===== src/rtl/bus_seq_pkg.sv =====
package bus_seq_pkg;
  typedef enum logic [2:0] {
    ST_IDLE, ST_T1, ST_T2, ST_T3, ST_TW, ST_T4, ST_HLD
  } bus_st_e;

  // active-low high-byte enable from size and address bit 0
  function automatic logic lane_bhe_n(input logic word, input logic a0);
    return ~(word | a0);
  endfunction
endpackage


===== src/rtl/bus_hold_sync.sv =====
module bus_hold_sync #(
  parameter int STAGES = 2
) (
  input  logic clk_i,
  input  logic rst_ni,
  input  logic async_i,
  output logic sync_o
);
  logic [STAGES-1:0] chain_q;

  generate
    for (genvar i = 0; i < STAGES; i++) begin : g_stage
      always_ff @(posedge clk_i or negedge rst_ni) begin
        if (!rst_ni) chain_q[i] <= 1'b0;
        else if (i == 0) chain_q[i] <= async_i;
        else chain_q[i] <= chain_q[(i > 0) ? i-1 : 0];
      end
    end
  endgenerate

  assign sync_o = chain_q[STAGES-1];
endmodule


===== src/rtl/bus_den_neg.sv =====
module bus_den_neg (
  input  logic clk_i,
  input  logic rst_ni,
  input  logic active_i,
  output logic den_act_o
);
  // falling-edge flop gives the half-cycle offset
  always_ff @(negedge clk_i or negedge rst_ni) begin
    if (!rst_ni) den_act_o <= 1'b0;
    else den_act_o <= active_i;
  end
endmodule


===== src/rtl/bus_cycle_fsm.sv =====
module bus_cycle_fsm
  import bus_seq_pkg::*;
(
  input  logic    clk_i,
  input  logic    rst_ni,
  input  logic    start_i,
  input  logic    hold_i,
  input  logic    ready_i,
  output bus_st_e state_o,
  output logic    can_accept_o
);
  bus_st_e st_q, st_d;

  assign can_accept_o = ((st_q == ST_IDLE) || (st_q == ST_T4)) && !hold_i;

  always_comb begin
    st_d = st_q;
    unique case (st_q)
      ST_IDLE, ST_T4: begin
        if (hold_i) st_d = ST_HLD;
        else if (start_i) st_d = ST_T1;
        else st_d = ST_IDLE;
      end
      ST_T1: st_d = ST_T2;
      ST_T2: st_d = ST_T3;
      ST_T3, ST_TW: st_d = ready_i ? ST_T4 : ST_TW;
      ST_HLD: st_d = hold_i ? ST_HLD : ST_IDLE;
      default: st_d = ST_IDLE;
    endcase
  end

  always_ff @(posedge clk_i or negedge rst_ni) begin
    if (!rst_ni) st_q <= ST_IDLE;
    else st_q <= st_d;
  end

  assign state_o = st_q;
endmodule


===== src/rtl/mux_bus_seq.sv =====
module mux_bus_seq
  import bus_seq_pkg::*;
#(
  parameter int ADDR_W    = 20,
  parameter int DATA_W    = 16,
  parameter int HOLD_SYNC = 2
) (
  input  logic              clk_i,
  input  logic              rst_ni,
  input  logic              req_valid_i,
  output logic              req_ready_o,
  input  logic [ADDR_W-1:0] req_addr_i,
  input  logic [DATA_W-1:0] req_wdata_i,
  input  logic              req_write_i,
  input  logic              req_io_i,
  input  logic              req_word_i,
  output logic              rsp_valid_o,
  output logic              rsp_err_o,
  output logic [DATA_W-1:0] rsp_rdata_o,
  output logic [DATA_W-1:0] ad_o,
  input  logic [DATA_W-1:0] ad_i,
  output logic              ad_oe_o,
  output logic [ADDR_W-DATA_W-1:0] a_hi_o,
  output logic              ale_o,
  output logic              bhe_no,
  output logic              rd_no,
  output logic              wr_no,
  output logic              den_no,
  output logic              dt_r_o,
  output logic              m_io_o,
  output logic              ctl_oe_o,
  input  logic              ready_i,
  input  logic              hold_i,
  output logic              hlda_o
);
  localparam int HI_W = ADDR_W - DATA_W;

  bus_st_e st;
  logic hold_s, can_accept, accept, misalign, start, capture;
  logic in_cyc, data_ph, strobe_ph, den_act;

  logic [ADDR_W-1:0] addr_q;
  logic [DATA_W-1:0] wdata_q, rdata_q;
  logic wr_q, io_q, word_q, rsp_valid_q, rsp_err_q;

  bus_hold_sync #(.STAGES(HOLD_SYNC)) u_sync (
    .clk_i(clk_i), .rst_ni(rst_ni), .async_i(hold_i), .sync_o(hold_s)
  );

  assign accept   = req_valid_i & can_accept;
  assign misalign = req_word_i & req_addr_i[0];
  assign start    = accept & ~misalign;

  bus_cycle_fsm u_fsm (
    .clk_i(clk_i), .rst_ni(rst_ni), .start_i(start), .hold_i(hold_s),
    .ready_i(ready_i), .state_o(st), .can_accept_o(can_accept)
  );

  assign in_cyc    = (st == ST_T1) || (st == ST_T2) || (st == ST_T3) ||
                     (st == ST_TW) || (st == ST_T4);
  assign strobe_ph = (st == ST_T2) || (st == ST_T3) || (st == ST_TW);
  assign data_ph   = strobe_ph || (st == ST_T4);
  assign capture   = ((st == ST_T3) || (st == ST_TW)) && ready_i;

  bus_den_neg u_den (
    .clk_i(clk_i), .rst_ni(rst_ni), .active_i(strobe_ph), .den_act_o(den_act)
  );

  always_ff @(posedge clk_i or negedge rst_ni) begin
    if (!rst_ni) begin
      addr_q  <= '0;
      wdata_q <= '0;
      wr_q    <= 1'b0;
      io_q    <= 1'b0;
      word_q  <= 1'b0;
    end else if (start) begin
      addr_q  <= req_addr_i;
      wdata_q <= req_wdata_i;
      wr_q    <= req_write_i;
      io_q    <= req_io_i;
      word_q  <= req_word_i;
    end
  end

  always_ff @(posedge clk_i or negedge rst_ni) begin
    if (!rst_ni) begin
      rdata_q     <= '0;
      rsp_valid_q <= 1'b0;
      rsp_err_q   <= 1'b0;
    end else begin
      if (capture && !wr_q) rdata_q <= ad_i;
      rsp_valid_q <= capture | (accept & misalign);
      rsp_err_q   <= accept & misalign;
    end
  end

  assign req_ready_o = can_accept;
  assign rsp_valid_o = rsp_valid_q;
  assign rsp_err_o   = rsp_err_q;
  assign rsp_rdata_o = rdata_q;

  assign ale_o   = (st == ST_T1);
  assign ad_oe_o = (st == ST_T1) || (data_ph && wr_q);
  assign ad_o    = (st == ST_T1) ? addr_q[DATA_W-1:0] : wdata_q;
  assign a_hi_o  = ((st == ST_T1) && !io_q) ? addr_q[ADDR_W-1:DATA_W] : {HI_W{1'b0}};

  assign rd_no    = ~(strobe_ph & ~wr_q);
  assign wr_no    = ~(strobe_ph & wr_q);
  assign den_no   = ~den_act;
  assign bhe_no   = in_cyc ? lane_bhe_n(word_q, addr_q[0]) : 1'b1;
  // select and direction turn valid in the accepting cycle
  assign m_io_o   = start ? ~req_io_i : ~io_q;
  assign dt_r_o   = start ? req_write_i : wr_q;
  assign ctl_oe_o = (st != ST_HLD);
  assign hlda_o   = (st == ST_HLD);
endmodule


===== config.mk =====
export PLATFORM = sky130hd
export DESIGN_NAME = mux_bus_seq
export DESIGN_NICKNAME = d
export VERILOG_FILES = /design/src/rtl/bus_seq_pkg.sv /design/src/rtl/bus_hold_sync.sv /design/src/rtl/bus_den_neg.sv /design/src/rtl/bus_cycle_fsm.sv /design/src/rtl/mux_bus_seq.sv
export SDC_FILE = /design/constraint.sdc
export NUM_CORES = 1
export LEC_CHECK = 0
export BUFFER_PORTS_ARGS = -buffer_cell sky130_fd_sc_hd__buf_2
export CAP_MARGIN = 20
export CORE_UTILIZATION = 43
export CTS_CLUSTER_SIZE = 8
export DETAILED_ROUTE_END_ITERATION = 10
export GPL_TIMING_DRIVEN = 0
export MAX_ROUTING_LAYER = met4
export PLACE_DENSITY = 0.82
export SYNTH_ARGS = -nofsm -noshare
export SYNTH_HDL_FRONTEND = slang
export SYNTH_SLANG_ARGS = --single-unit

===== constraint.sdc =====
create_clock -name clk_i -period 2.1 [get_ports clk_i]
set_input_delay 0.42 -clock clk_i [delete_from_list [all_inputs] [get_ports clk_i]]
set_output_delay 0.42 -clock clk_i [all_outputs]
set_load 0.02 [all_outputs]

==> qor.yml <==
die:
  core_um2: 6350
  io_pins: 109
  die_w_um: 83.1
  fp-row-count: 29
  initial_core_util: 0.445
  die_h_um: 83.1
  die-area_um2: 6900
critical_path:
  reg2regPathDepth: 5
  worstReg2RegEnd: "u_den.den_act_o"
  path_class: "reg2out"
  worstSetupEndpointType: "output port"
  cp_max_fo: 1
  cp-start-kind: "flip-flop"
  reg2reg_from: "u_fsm.state_o[2]"
  r2r_setup_slack_ps: -110
  cp.arrival_ps: 1950
  endpoint: "den_no"
  startpoint: "u_den.den_act_o"
  worstPathRequired_ps: 1680
sta:
  slew_headroom: 0.542
  worst_slew_pin_slew_ps: 687
  finalWorstSetupSlack_ps: -270
  hold_viol_final: 0
  finalSetupViolCount: 24
  setup-tns-final_ps: -2430
  worst_clock_skew_ps: 10.9
  slew_violations: 0
  rsz0062_at_grt: "true"
detailed_routing:
  drt_wl_total_um: 6230
  ant_nets: 0
  drtIter0Drc: 47
  wl_per_cell_um: 14.8
  drc: 0
  drtPass1Iterations: 6
  vias: 2061
  viasPerCell: 4.91
place:
  globalplace.congestion: 0.767
  io_buffers: 108
  hpwl_um: 4190
flow_run:
  maxCapViolations: 0
run_status:
  failed_checks: "negative setup slack"
  outcome: "finished, violations left"
pwr:
  power_density_nw_per_um2: 1660
  p_leak_uw: 0.00215
  vdd_ir_drop_max_uv: 903
cts:
  cts_buffers: 9
  clock_tree.root_cell: "clkbuf_8"
  clk_latency_ps: 340
  clockBufferDepth: 2
  hold_buffers: 0
  path_clk_slew_ps: 60
  cts_tree: "yes"
  clock_sinks: 63
  cts_max_level: 3
layout:
  drive_above_1_share: 0.703
  nFillCells: 451
  fin_util: 0.672
  antennaDiodeCount: 0
  fin_nets: 398
  final_common_cell: "buf_2"
  area_growth_pct: 50.9
  layout_common_cells: "buf_2 (82), dfrtp_1 (62), buf_6 (36), mux2_4 (36), mux2_2 (33)"
synth:
  synth-seq-cells: 63
  syn_inst: 194
  ys_warn_count: 0
  syn_nets: 254
  avgSynthCellArea_um2: 14.6
  netlist_area_um2: 2830
  synth.distinct_cells: 29
  synth-seq-area-share: 0.558
grt:
  grt_antenna_before_repair: 0
  grt_max_degree: 35
  grt_pass1_wl_um: 10600
  grt_use_total: 0.205
  gr-total-overflow: 0
  grt_pass1_vias: 2240
hold_path:
  hp-class: "in2async"
[area by class of cell]
type | count | area [um^2] | area share
Buffer | 10 | 118 | 0.0276
Clock buffer | 14 | 183 | 0.0428
Clock inverter | 2 | 12.5 | 0.00293
Inverter | 7 | 28.8 | 0.00675
Multi-Input combinational cell | 113 | 1290 | 0.303
Sequential cell | 63 | 1580 | 0.370
Tap cell | 77 | 96.3 | 0.0226
Timing Repair Buffer | 134 | 956 | 0.224
[worst min path at each step]
| stage | end | slack [ps] | from | cells past startpoint |
|---|---|---|---|---|
| 3_5_place_dp | u_sync.sync_o | 340 | u_sync.chain_q[0] | 0 |
| 2_1_floorplan | addr_q[0] | 120 | rst_ni | 0 |
| 4_1_cts | wdata_q[6] | 130 | rst_ni | 1 |
| 5_1_grt | wdata_q[6] | 170 | rst_ni | 1 |
| 6_report | wdata_q[6] | 120 | rst_ni | 1 |
| 3_3_place_gp | u_sync.sync_o | 330 | u_sync.chain_q[0] | 0 |
[critical path, stage by stage, from the launching register on]
cell	delay [ps]
dfrtn_1	410
inv_2	40
buf_6	120
[synth_stat cells]
cell type	instances	area [um^2]
o22a_1	2	17.5
buf_4	1	7.51
mux2_2	46	518
a221o_1	1	10.0
inv_1	7	26.3
o21ai_0	5	25.0
maj3_1	1	10.0
dfrtp_1	62	1550
or2_2	2	12.5
mux2_1	3	33.8
nor4_1	2	12.5
and3b_1	5	43.8
mux2i_1	2	20.0
buf_2	6	30.0
xnor2_2	1	16.3
a211oi_1	2	15.0
o211a_1	1	10.0
nand4_1	1	6.26
nor3b_1	1	7.51
buf_6	4	45.0
a21oi_1	1	5.00
nand2_1	5	18.8
xor2_1	1	8.76
nand3_1	2	10.0
dfrtn_1	1	25.0
nor2b_1	1	6.26
nor3_1	3	15.0
mux2_4	20	300
nor2_1	5	18.8
[flip-flops by register name, summed over array words and instances, names as in the netlist]
signal	cells
word_q	1
u_den.den_act_o	1
u_sync.chain_q	1
u_fsm.state_o	3
io_q	1
rsp_err_o	1
addr_q	20
rsp_valid_o	1
wr_q	1
wdata_q	16
rsp_rdata_o	16
u_sync.sync_o	1
[what timing repair did]
action / 4_1_cts / 5_1_grt
pin swaps: 8 / 7
resized for setup: 88 / 25
setup endpoints to repair: 25 / 49
buffers inserted: 22 / 6
hold endpoints to repair: 0 / 0
gates cloned: 1 / 0
[metal layers]
metal / wire [um] / global-route usage / up-vias
met5: 0 / - / -
met4: 106 / 0.0846 / 0
met3: 352 / 0.0497 / 10
met2: 2950 / 0.322 / 86
met1: 2820 / 0.254 / 993
li1: - / - / 972
[metrics by stage]
stage	worst slack, ps	std cells	hold slack (ps)	area [um^2]	power [uW]
2_1_floorplan	19.9	194	124	2840	4160
3_3_place_gp	-542	379	334	3480	4880
3_5_place_dp	-204	380	337	3500	4980
4_1_cts	-288	419	129	4170	6900
5_1_grt	-290	420	168	4260	7500
6_report	-270	420	120	4260	7090
[power by group]
part,internal [uW],total (uW),switching [uW]
Combinational,2250,3970,1730
Clock,556,997,441
Sequential,1800,2120,318
Total,4610,7090,2490
[kinds of logic after synthesis]
logic type      count (synthesis)  share of synthesized area
compound gates                 12                     0.0292
flops                          63                      0.558
fa+ha+maj                       1                    0.00354
mux                            71                      0.309
buf+inv                        18                     0.0385
simple gates                   27                     0.0536
xor+xnor                        2                    0.00886
(Power assumes the default switching activity.)
